## src/rtl/pss_pkg.sv

```systemverilog
package pss_pkg;
  typedef enum logic [2:0] {
    CZ_NORMAL = 3'd0,
    CZ_OTEMP  = 3'd1,
    CZ_OCUR   = 3'd2,
    CZ_REV    = 3'd3,
    CZ_OVOLT  = 3'd4,
    CZ_UVOLT  = 3'd5,
    CZ_PEND   = 3'd6,
    CZ_DIS    = 3'd7
  } cause_e;

  typedef enum logic [2:0] {
    ST_OFF,
    ST_WAIT,
    ST_ON,
    ST_SCREG,
    ST_SCREST
  } sup_st_e;
endpackage

```

## src/rtl/pss_tick_ctr.sv

```systemverilog
module pss_tick_ctr #(
  parameter int LIMIT = 10
) (
  input  logic clk,
  input  logic rst_n,
  input  logic clr,
  input  logic tick,
  output logic done
);
  localparam int W = $clog2(LIMIT + 1);
  logic [W-1:0] cnt;

  always_ff @(posedge clk or negedge rst_n) begin
    if (!rst_n)                            cnt <= '0;
    else if (clr)                          cnt <= '0;
    else if (tick && cnt != W'(LIMIT))     cnt <= cnt + W'(1);
  end

  assign done = (cnt == W'(LIMIT));
endmodule

```

## src/rtl/pss_fault_prio.sv

```systemverilog
module pss_fault_prio #(
  parameter int CW        = 8,
  parameter int START_MS  = 16,
  parameter int UV_REC_MS = 18,
  parameter int OV_REC_MS = 9
) (
  input  logic          ot,
  input  logic          oc,
  input  logic          rev,
  input  logic          ov,
  input  logic          uv,
  output logic          any,
  output logic [2:0]    code,
  output logic [CW-1:0] need
);
  import pss_pkg::*;
  localparam int NF = 5;
  logic [NF-1:0] flags;

  // index 0 is the most urgent; code = index + 1
  assign flags = {uv, ov, rev, oc, ot};
  assign any   = |flags;

  always_comb begin
    code = CZ_PEND;
    for (int i = NF - 1; i >= 0; i--) begin
      if (flags[i]) code = 3'(i + 1);
    end
  end

  always_comb begin
    if (code == CZ_UVOLT)      need = CW'(UV_REC_MS);
    else if (code == CZ_OVOLT) need = CW'(OV_REC_MS);
    else                       need = CW'(START_MS);
  end
endmodule

```

## src/rtl/pwr_switch_supervisor.sv

```systemverilog
module pwr_switch_supervisor #(
  parameter int START_MS  = 16,
  parameter int BLANK_MS  = 4,
  parameter int DEGL_MS   = 10,
  parameter int REV_MS    = 18,
  parameter int REG_MS    = 13,
  parameter int HICCUP_MS = 153,
  parameter int UV_REC_MS = 18,
  parameter int OV_REC_MS = 9
) (
  input  logic       clk,
  input  logic       rst_n,
  input  logic       en_i,
  input  logic       ms_tick_i,
  input  logic       ot_i,
  input  logic       oc_i,
  input  logic       sc_i,
  input  logic       rev_i,
  input  logic       ov_i,
  input  logic       uv_i,
  output logic       sw_on_o,
  output logic       fault_n_o,
  output logic [2:0] cause_o
);
  import pss_pkg::*;
  localparam int CW = $clog2(HICCUP_MS + START_MS + UV_REC_MS + OV_REC_MS + 1);

  logic blank_done, oc_q, rev_q;
  logic f_any;
  logic [2:0] f_code;
  logic [CW-1:0] f_need;

  sup_st_e st, st_n;
  logic [CW-1:0] ctr, ctr_n, need, need_n;
  logic recov, recov_n;

  // window counters: blanking after enable, over-current and reverse persistence
  pss_tick_ctr #(.LIMIT(BLANK_MS)) u_blank (
    .clk(clk), .rst_n(rst_n), .clr(!en_i), .tick(ms_tick_i), .done(blank_done));

  pss_tick_ctr #(.LIMIT(DEGL_MS)) u_degl (
    .clk(clk), .rst_n(rst_n), .clr(!en_i || !oc_i || !blank_done),
    .tick(ms_tick_i), .done(oc_q));

  pss_tick_ctr #(.LIMIT(REV_MS)) u_rev (
    .clk(clk), .rst_n(rst_n), .clr(!en_i || !rev_i),
    .tick(ms_tick_i), .done(rev_q));

  pss_fault_prio #(
    .CW(CW), .START_MS(START_MS), .UV_REC_MS(UV_REC_MS), .OV_REC_MS(OV_REC_MS)
  ) u_prio (
    .ot(ot_i), .oc(oc_q), .rev(rev_q), .ov(ov_i), .uv(uv_i),
    .any(f_any), .code(f_code), .need(f_need));

  always_comb begin
    st_n    = st;
    ctr_n   = ctr;
    need_n  = need;
    recov_n = recov;
    case (st)
      ST_OFF: begin
        st_n    = ST_WAIT;
        ctr_n   = '0;
        need_n  = CW'(START_MS);
        recov_n = 1'b0;
      end
      ST_WAIT: begin
        if (f_any) begin
          ctr_n   = '0;
          need_n  = f_need;
          recov_n = 1'b1;
        end else if (ms_tick_i) begin
          if (ctr + CW'(1) == need) begin
            st_n  = ST_ON;
            ctr_n = '0;
          end else begin
            ctr_n = ctr + CW'(1);
          end
        end
      end
      ST_ON: begin
        if (f_any) begin
          st_n = ST_WAIT; ctr_n = '0; need_n = f_need; recov_n = 1'b1;
        end else if (sc_i) begin
          st_n  = ST_SCREG;
          ctr_n = '0;
        end
      end
      ST_SCREG: begin
        if (f_any) begin
          st_n = ST_WAIT; ctr_n = '0; need_n = f_need; recov_n = 1'b1;
        end else if (ms_tick_i) begin
          if (ctr + CW'(1) == CW'(REG_MS)) st_n = ST_SCREST;
          ctr_n = ctr + CW'(1);
        end
      end
      ST_SCREST: begin
        if (f_any) begin
          st_n = ST_WAIT; ctr_n = '0; need_n = f_need; recov_n = 1'b1;
        end else if (ms_tick_i) begin
          if (ctr + CW'(1) == CW'(HICCUP_MS)) begin
            st_n  = ST_ON;
            ctr_n = '0;
          end else begin
            ctr_n = ctr + CW'(1);
          end
        end
      end
      default: st_n = ST_OFF;
    endcase
    if (!en_i) begin
      st_n    = ST_OFF;
      ctr_n   = '0;
      recov_n = 1'b0;
    end
  end

  always_ff @(posedge clk or negedge rst_n) begin
    if (!rst_n) begin
      st    <= ST_OFF;
      ctr   <= '0;
      need  <= CW'(START_MS);
      recov <= 1'b0;
    end else begin
      st    <= st_n;
      ctr   <= ctr_n;
      need  <= need_n;
      recov <= recov_n;
    end
  end

  assign sw_on_o   = (st == ST_ON) || (st == ST_SCREG);
  assign fault_n_o = (st == ST_ON) || (st == ST_WAIT && !recov && !f_any);

  always_comb begin
    case (st)
      ST_OFF:              cause_o = CZ_DIS;
      ST_ON:               cause_o = CZ_NORMAL;
      ST_SCREG, ST_SCREST: cause_o = CZ_OCUR;
      default:             cause_o = f_any ? f_code : CZ_PEND;
    endcase
  end
endmodule

```

## config.mk

```make
export PLATFORM = sky130hd
export DESIGN_NAME = pwr_switch_supervisor
export DESIGN_NICKNAME = d
export VERILOG_FILES = /design/src/rtl/pss_pkg.sv /design/src/rtl/pss_tick_ctr.sv /design/src/rtl/pss_fault_prio.sv /design/src/rtl/pwr_switch_supervisor.sv
export SDC_FILE = /design/constraint.sdc
export NUM_CORES = 1
export LEC_CHECK = 0
export ABC_AREA = 1
export CAP_MARGIN = 5
export CORE_UTILIZATION = 50
export CTS_CLUSTER_DIAMETER = 50
export DETAILED_ROUTE_END_ITERATION = 12
export PLACE_DENSITY = 0.69
export SLEW_MARGIN = 15
export SYNTH_ARGS = -nofsm -noshare
export SYNTH_HDL_FRONTEND = slang
export SYNTH_HIERARCHICAL = 1
export SYNTH_SLANG_ARGS = --single-unit
export TNS_END_PERCENT = 20
```

## constraint.sdc

```tcl
create_clock -name clk -period 6.93 [get_ports clk]
set_clock_uncertainty 0.05 [all_clocks]
set_input_delay 1.386 -clock clk [delete_from_list [all_inputs] [get_ports clk]]
set_output_delay 1.386 -clock clk [all_outputs]
set_load 0.03 [all_outputs]
```

After elaboration in Yosys (flattened, before gate mapping) --
Cells that the tools add are included.
Word-level totals: register bits 32
Cells by class: reductions and logical operators 27, equal/unequal tests 29, $add $sub $neg 4, muxes and demuxes 45
Operator list (count):
- 2-to-1 mux 8 bit | 13
- 2-to-1 mux 3 bit | 18
- one-hot mux 8 bit (5 select lines) | 1
- != test 4 bit, second input constant | 7
- one-hot mux 8 bit (2 select lines) | 1
- 2-to-1 mux 5 bit | 3
- one-hot mux 3 bit (5 select lines) | 1
- == test 3 bit, second input constant | 4
- != test 3 bit, second input constant | 4
- one-hot mux 3 bit (3 select lines) | 1
- adder 8 x 1 -> 8 bit, second input constant | 1
- == test 8 x 4 -> 1 bit, second input constant | 1
- == test 8 bit | 1
- == test 8 bit, second input constant | 1
- 2-to-1 mux 4 bit | 2
- AND reduction 8 bit | 1
- == test 3 x 2 -> 1 bit, second input constant | 2
- zero test 1 bit | 6
- != test 3 x 2 -> 1 bit, second input constant | 2
- != test 6 x 1 -> 1 bit, second input constant | 1
- nonzero test 2 bit | 3
- adder 5 x 1 -> 5 bit, second input constant | 1
- == test 5 bit, second input constant | 1
- logical AND 1 bit | 5
- 16 further kinds | 24

Depth between registers and ports, before layout --
depth after elaboration 10, gate-level depth with buffers 20

Modules after synthesis --
The synthesis kept the hierarchy.
Modules (own cells, without submodules):
- pwr_switch_supervisor | cells an instance 244, area an instance 1501.4 um^2, times used 1, sequential area each 501.7 um^2
- pss_tick_ctr (u_rev) | cells an instance 42, area an instance 346.6 um^2, times used 1, sequential area each 125.1 um^2
- pss_tick_ctr (u_degl) | cells an instance 29, area an instance 229.0 um^2, times used 1, sequential area each 100.1 um^2
- pss_tick_ctr (u_blank) | cells an instance 25, area an instance 185.2 um^2, times used 1, sequential area each 75.1 um^2
- pss_fault_prio | cells an instance 24, area an instance 123.9 um^2, times used 1, sequential area each 0.0 um^2

Worst setup path before layout --
OpenSTA, ideal clock, no wires.
kind input to output, start input port ot_i, end output port fault_n_o, arrival time 2539 ps, path slack 2955 ps, cell stages on the path 4, buffers on the path 1, required time 5494 ps, cell sequence nor3_2 nand3_1 clkbuf_2 o31ai_1
Between the ends: word-level cells in the longest chain between the ends 4
Ends and longest elaborated chain:
- start, declared | line pwr_switch_supervisor.sv:15 | input logic ot_i,
- OR reduction 5 bit | line pss_fault_prio.sv:22 | assign any = |flags;
- named net f_any | line pwr_switch_supervisor.sv:29 | logic f_any;
- zero test 1 bit | line pwr_switch_supervisor.sv:133 | assign fault_n_o = (st == ST_ON) || (st == ST_WAIT && !recov && !f_any);
- logical AND 1 bit | line pwr_switch_supervisor.sv:133
- logical OR 1 bit | line pwr_switch_supervisor.sv:133
- end, declared | line pwr_switch_supervisor.sv:22 | output logic fault_n_o,
The timed path passes the listed nets, and every way through them passes these cells.

Worst setup path after layout --
start input port ot_i, end output port cause_o[1]
Between the ends: word-level cells in the longest chain between the ends 3, elaborated cells between the ends (all ways) 4, those cells by class 3 x mux; 1 x reduce/logical
Ends and longest elaborated chain:
- OR reduction 5 bit | line pss_fault_prio.sv:22
- named net f_any | line pwr_switch_supervisor.sv:29
- 2-to-1 mux 3 bit | line pwr_switch_supervisor.sv:140 | default: cause_o = f_any ? f_code : CZ_PEND;
- one-hot mux 3 bit (3 select lines) | line pwr_switch_supervisor.sv:136 | case (st)
- end, declared | line pwr_switch_supervisor.sv:23 | output logic [2:0] cause_o
The timed path passes the listed nets, and every way through them passes these cells.

==> flow_metrics.tcl <==
set metrics [dict create \
    cts_tree "yes" \
    synth_commonest_cells "113 x nand2_1, 51 x inv_1, 46 x nor2_1, 42 x nand3_1, 31 x dfrtp_1" \
    synth.avg_cell_area_um2 6.56 \
    synth_top_family_by_area "simple AND/OR/NAND/NOR gates" \
    synth-seq-cells 32 \
    rsz0062_at_grt "no" \
    synthMuxAreaShare_pct 0 \
    dp_hpwl_mm 3.99 \
    htreeDepth 2 \
    synth-adder-area-share_pct 4.20 \
    regToRegEndpoint "ctr[4]" \
    die_h_um 71.1 \
    hold_path_class "flop to flop" \
    antenna_cells 0 \
    drv_cap 0 \
    cts.hold.buffers_added 0 \
    antenna_left 0 \
    synth-simple-area-share_pct 45.7 \
    antenna_found_initial 0 \
    period_minus_slack_ps 4850 \
    synth_edf_count 0 \
    wl_per_cell_um 12.0 \
    fp-row-count 24 \
    grt_start_max_net_pins 33 \
    slew_violations 0 \
    netlist_instances 364 \
    synth_top_area_cell "dfrtp_1" \
    clock-sinks 32 \
    finalSetupTns_ps 0 \
    slowest_stage "clkdlybuf4s50_1" \
    cp.required_ps 5490 \
    ctsLongestPathBuffers 2 \
    cpMostUsedCell "clkdlybuf4s50_1" \
    start_util_pct 53.3 \
    p_per_area_nw_per_um2 247 \
    grt_pass1_vias 1947 \
    pin_count 15 \
    yosysWarnings 6 \
    vias 2212 \
    postSynth.asyncResetShare_pct 100 \
    synth_cell_types 33 \
    track_usage_pct 22.6 \
    synth-xor-area-share_pct 0.367 \
    core_area_um2 4470 \
    ir_drop_mv 0.292 \
    dieArea_um2 5050 \
    fin_nets 399 \
    cts_buffers 5 \
    clkLatencyLatePin_ps 290 \
    crit_path_end_kind "primary output" \
    setup_viol 0 \
    power_mw 0.658 \
    worstMarginPinSlew_ps 538 \
    placed_cell_area_um2 2560 \
    cp_num_buf_inv 3 \
    overflow 0 \
    dp.cells 426 \
    wl_mm 5.22 \
    synth_top_area_share_pct 32.5 \
    fmax_ghz 0.206 \
    final_cell_area_um2 2660 \
    critical-path-top-delay-family "buffers and inverters" \
    relSlewSlack_pct 64.0 \
    synthFlopType "dfrtp_1" \
    fin_cells 434 \
    via_per_inst 5.10 \
    crit_cells 7 \
    fin_crit_sh_pct 70.0 \
    r2r_cells 17 \
    whs_ps 491 \
    layout-drive-gt1-share_pct 8.90 \
    die_w_um 71.1 \
    cts-root-buf "clkbuf_8" \
    post-cts-setup-buffers 0 \
    leakage_nw 1.39 \
    synth_area_leaders "dfrtp_1 33%, nand2_1 18%, nand3_1 8.8%" \
    r2r-start "u_rev/cnt[0]" \
    drt_iter0_markers 74 \
    io_buffer_count 14 \
    synth_most_common_cell "nand2_1" \
    worstSetupStartpoint "ot_i" \
    endpoint "cause_o[1]" \
    synth_seq_area_share_pct 33.6 \
    syn-cell-area_um2 2390 \
    ff2ff_setup_slack_ps 4090 \
    cts_resized 0 \
    place_congestion 0.931 \
    critPathLaunchType "input port" \
    clk_pin_slew_ps 70 \
    hold_violations 0 \
    drc 0 \
    slowest_delay_ps 680 \
    area_delta_synth_final_pct 11.6 \
    setup.worst_path.class "input port to primary output" \
    synth_compound_area_share_pct 4.46 \
    path_max_fanout 8 \
    grt_pass1_wl_mm 8.90 \
    dr.pass1.iters 4 \
    worstPathCellList "clkdlybuf4s50_1 -> nor3_2 -> nand3_1 -> inv_2 -> nor2_1 -> a21oi_1 -> clkdlybuf4s50_1" \
    crit_arrival_ps 3410 \
    outcome "complete, no violations" \
]
[kinds of logic (layout without fill, tap and decap cells)]
kind of cell | Yosys count | count (layout)
AND/OR/NAND/NOR | 240 | 240
other | 1 | 4
AO/OA/AOI/OAI | 19 | 19
flip-flops | 32 | 32
adder cells (fa/ha/maj) | 8 | 8
buffers and inverters | 63 | 78
XOR/XNOR | 1 | 1
[area by class of cell]
| type | instances | area, µm² |
|---|---|---|
| Fill cell | 444 | 1810 |
| Multi-Input combinational cell | 272 | 1320 |
| Sequential cell | 32 | 802 |
| Inverter | 55 | 220 |
| Timing Repair Buffer | 15 | 148 |
| Clock buffer | 6 | 72.6 |
| Tap cell | 52 | 65.1 |
| Clock inverter | 2 | 35.0 |
[flip-flops by register name (all words and copies together), names as in the netlist]
| name | flops |
|---|---|
| u_blank/cnt | 3 |
| ctr | 8 |
| u_rev/cnt | 5 |
| st | 3 |
| recov | 1 |
| u_degl/cnt | 4 |
| need | 8 |
[tightest hold or removal path, cell delays in order, from the launching register on]
cell	delay (ps)
dfrtp_1	380
nand3_1	80
nand2_1	50
[metrics by stage]
stage	utilization [%]	setup WS, ps
2_1_floorplan	-	2950
3_3_place_gp	57.1	2170
3_5_place_dp	57.1	2120
4_1_cts	59.5	2110
5_1_grt	59.5	2010
6_report	59.5	2080
[metal layers]
| metal | global-route usage [%] | share of wire [%] |
|---|---|---|
| met1 | 30.8 | 49 |
| met2 | 36.8 | 46 |
| met3 | 4.70 | 4.5 |
| met4 | 6.00 | 1.0 |
| met5 | 0 | 0 |
[worst min path at each step]
stage,startpoint,end,cells after the start
2_1_floorplan,need[6],need[6],2
3_3_place_gp,u_blank/cnt[0],u_blank/cnt[0],2
3_5_place_dp,u_blank/cnt[0],u_blank/cnt[0],2
4_1_cts,u_blank/cnt[0],u_blank/cnt[0],2
5_1_grt,u_blank/cnt[0],u_blank/cnt[0],2
6_report,u_blank/cnt[0],u_blank/cnt[0],2
[power breakdown]
part	internal (mW)	switching (mW)
combinational	0.0836	0.159
clock	0.107	0.0729
sequential	0.214	0.0228
total	0.404	0.254
[layout by cell type (no fill, tap or decap), drive strengths merged, types with 2 or more instances in the layout]
cell type,Yosys,routed
a21oi,4,4
bufinv,1,2
clkbuf,2,6
clkdlybuf4s50,0,14
conb,1,4
dfrtp,31,31
ha,8,8
inv,54,54
nand2,122,122
nand3,43,43
nand4,13,13
nor2,55,55
nor3,4,4
o21ai,11,11
Note: power is estimated with default switching activity, not from simulation.
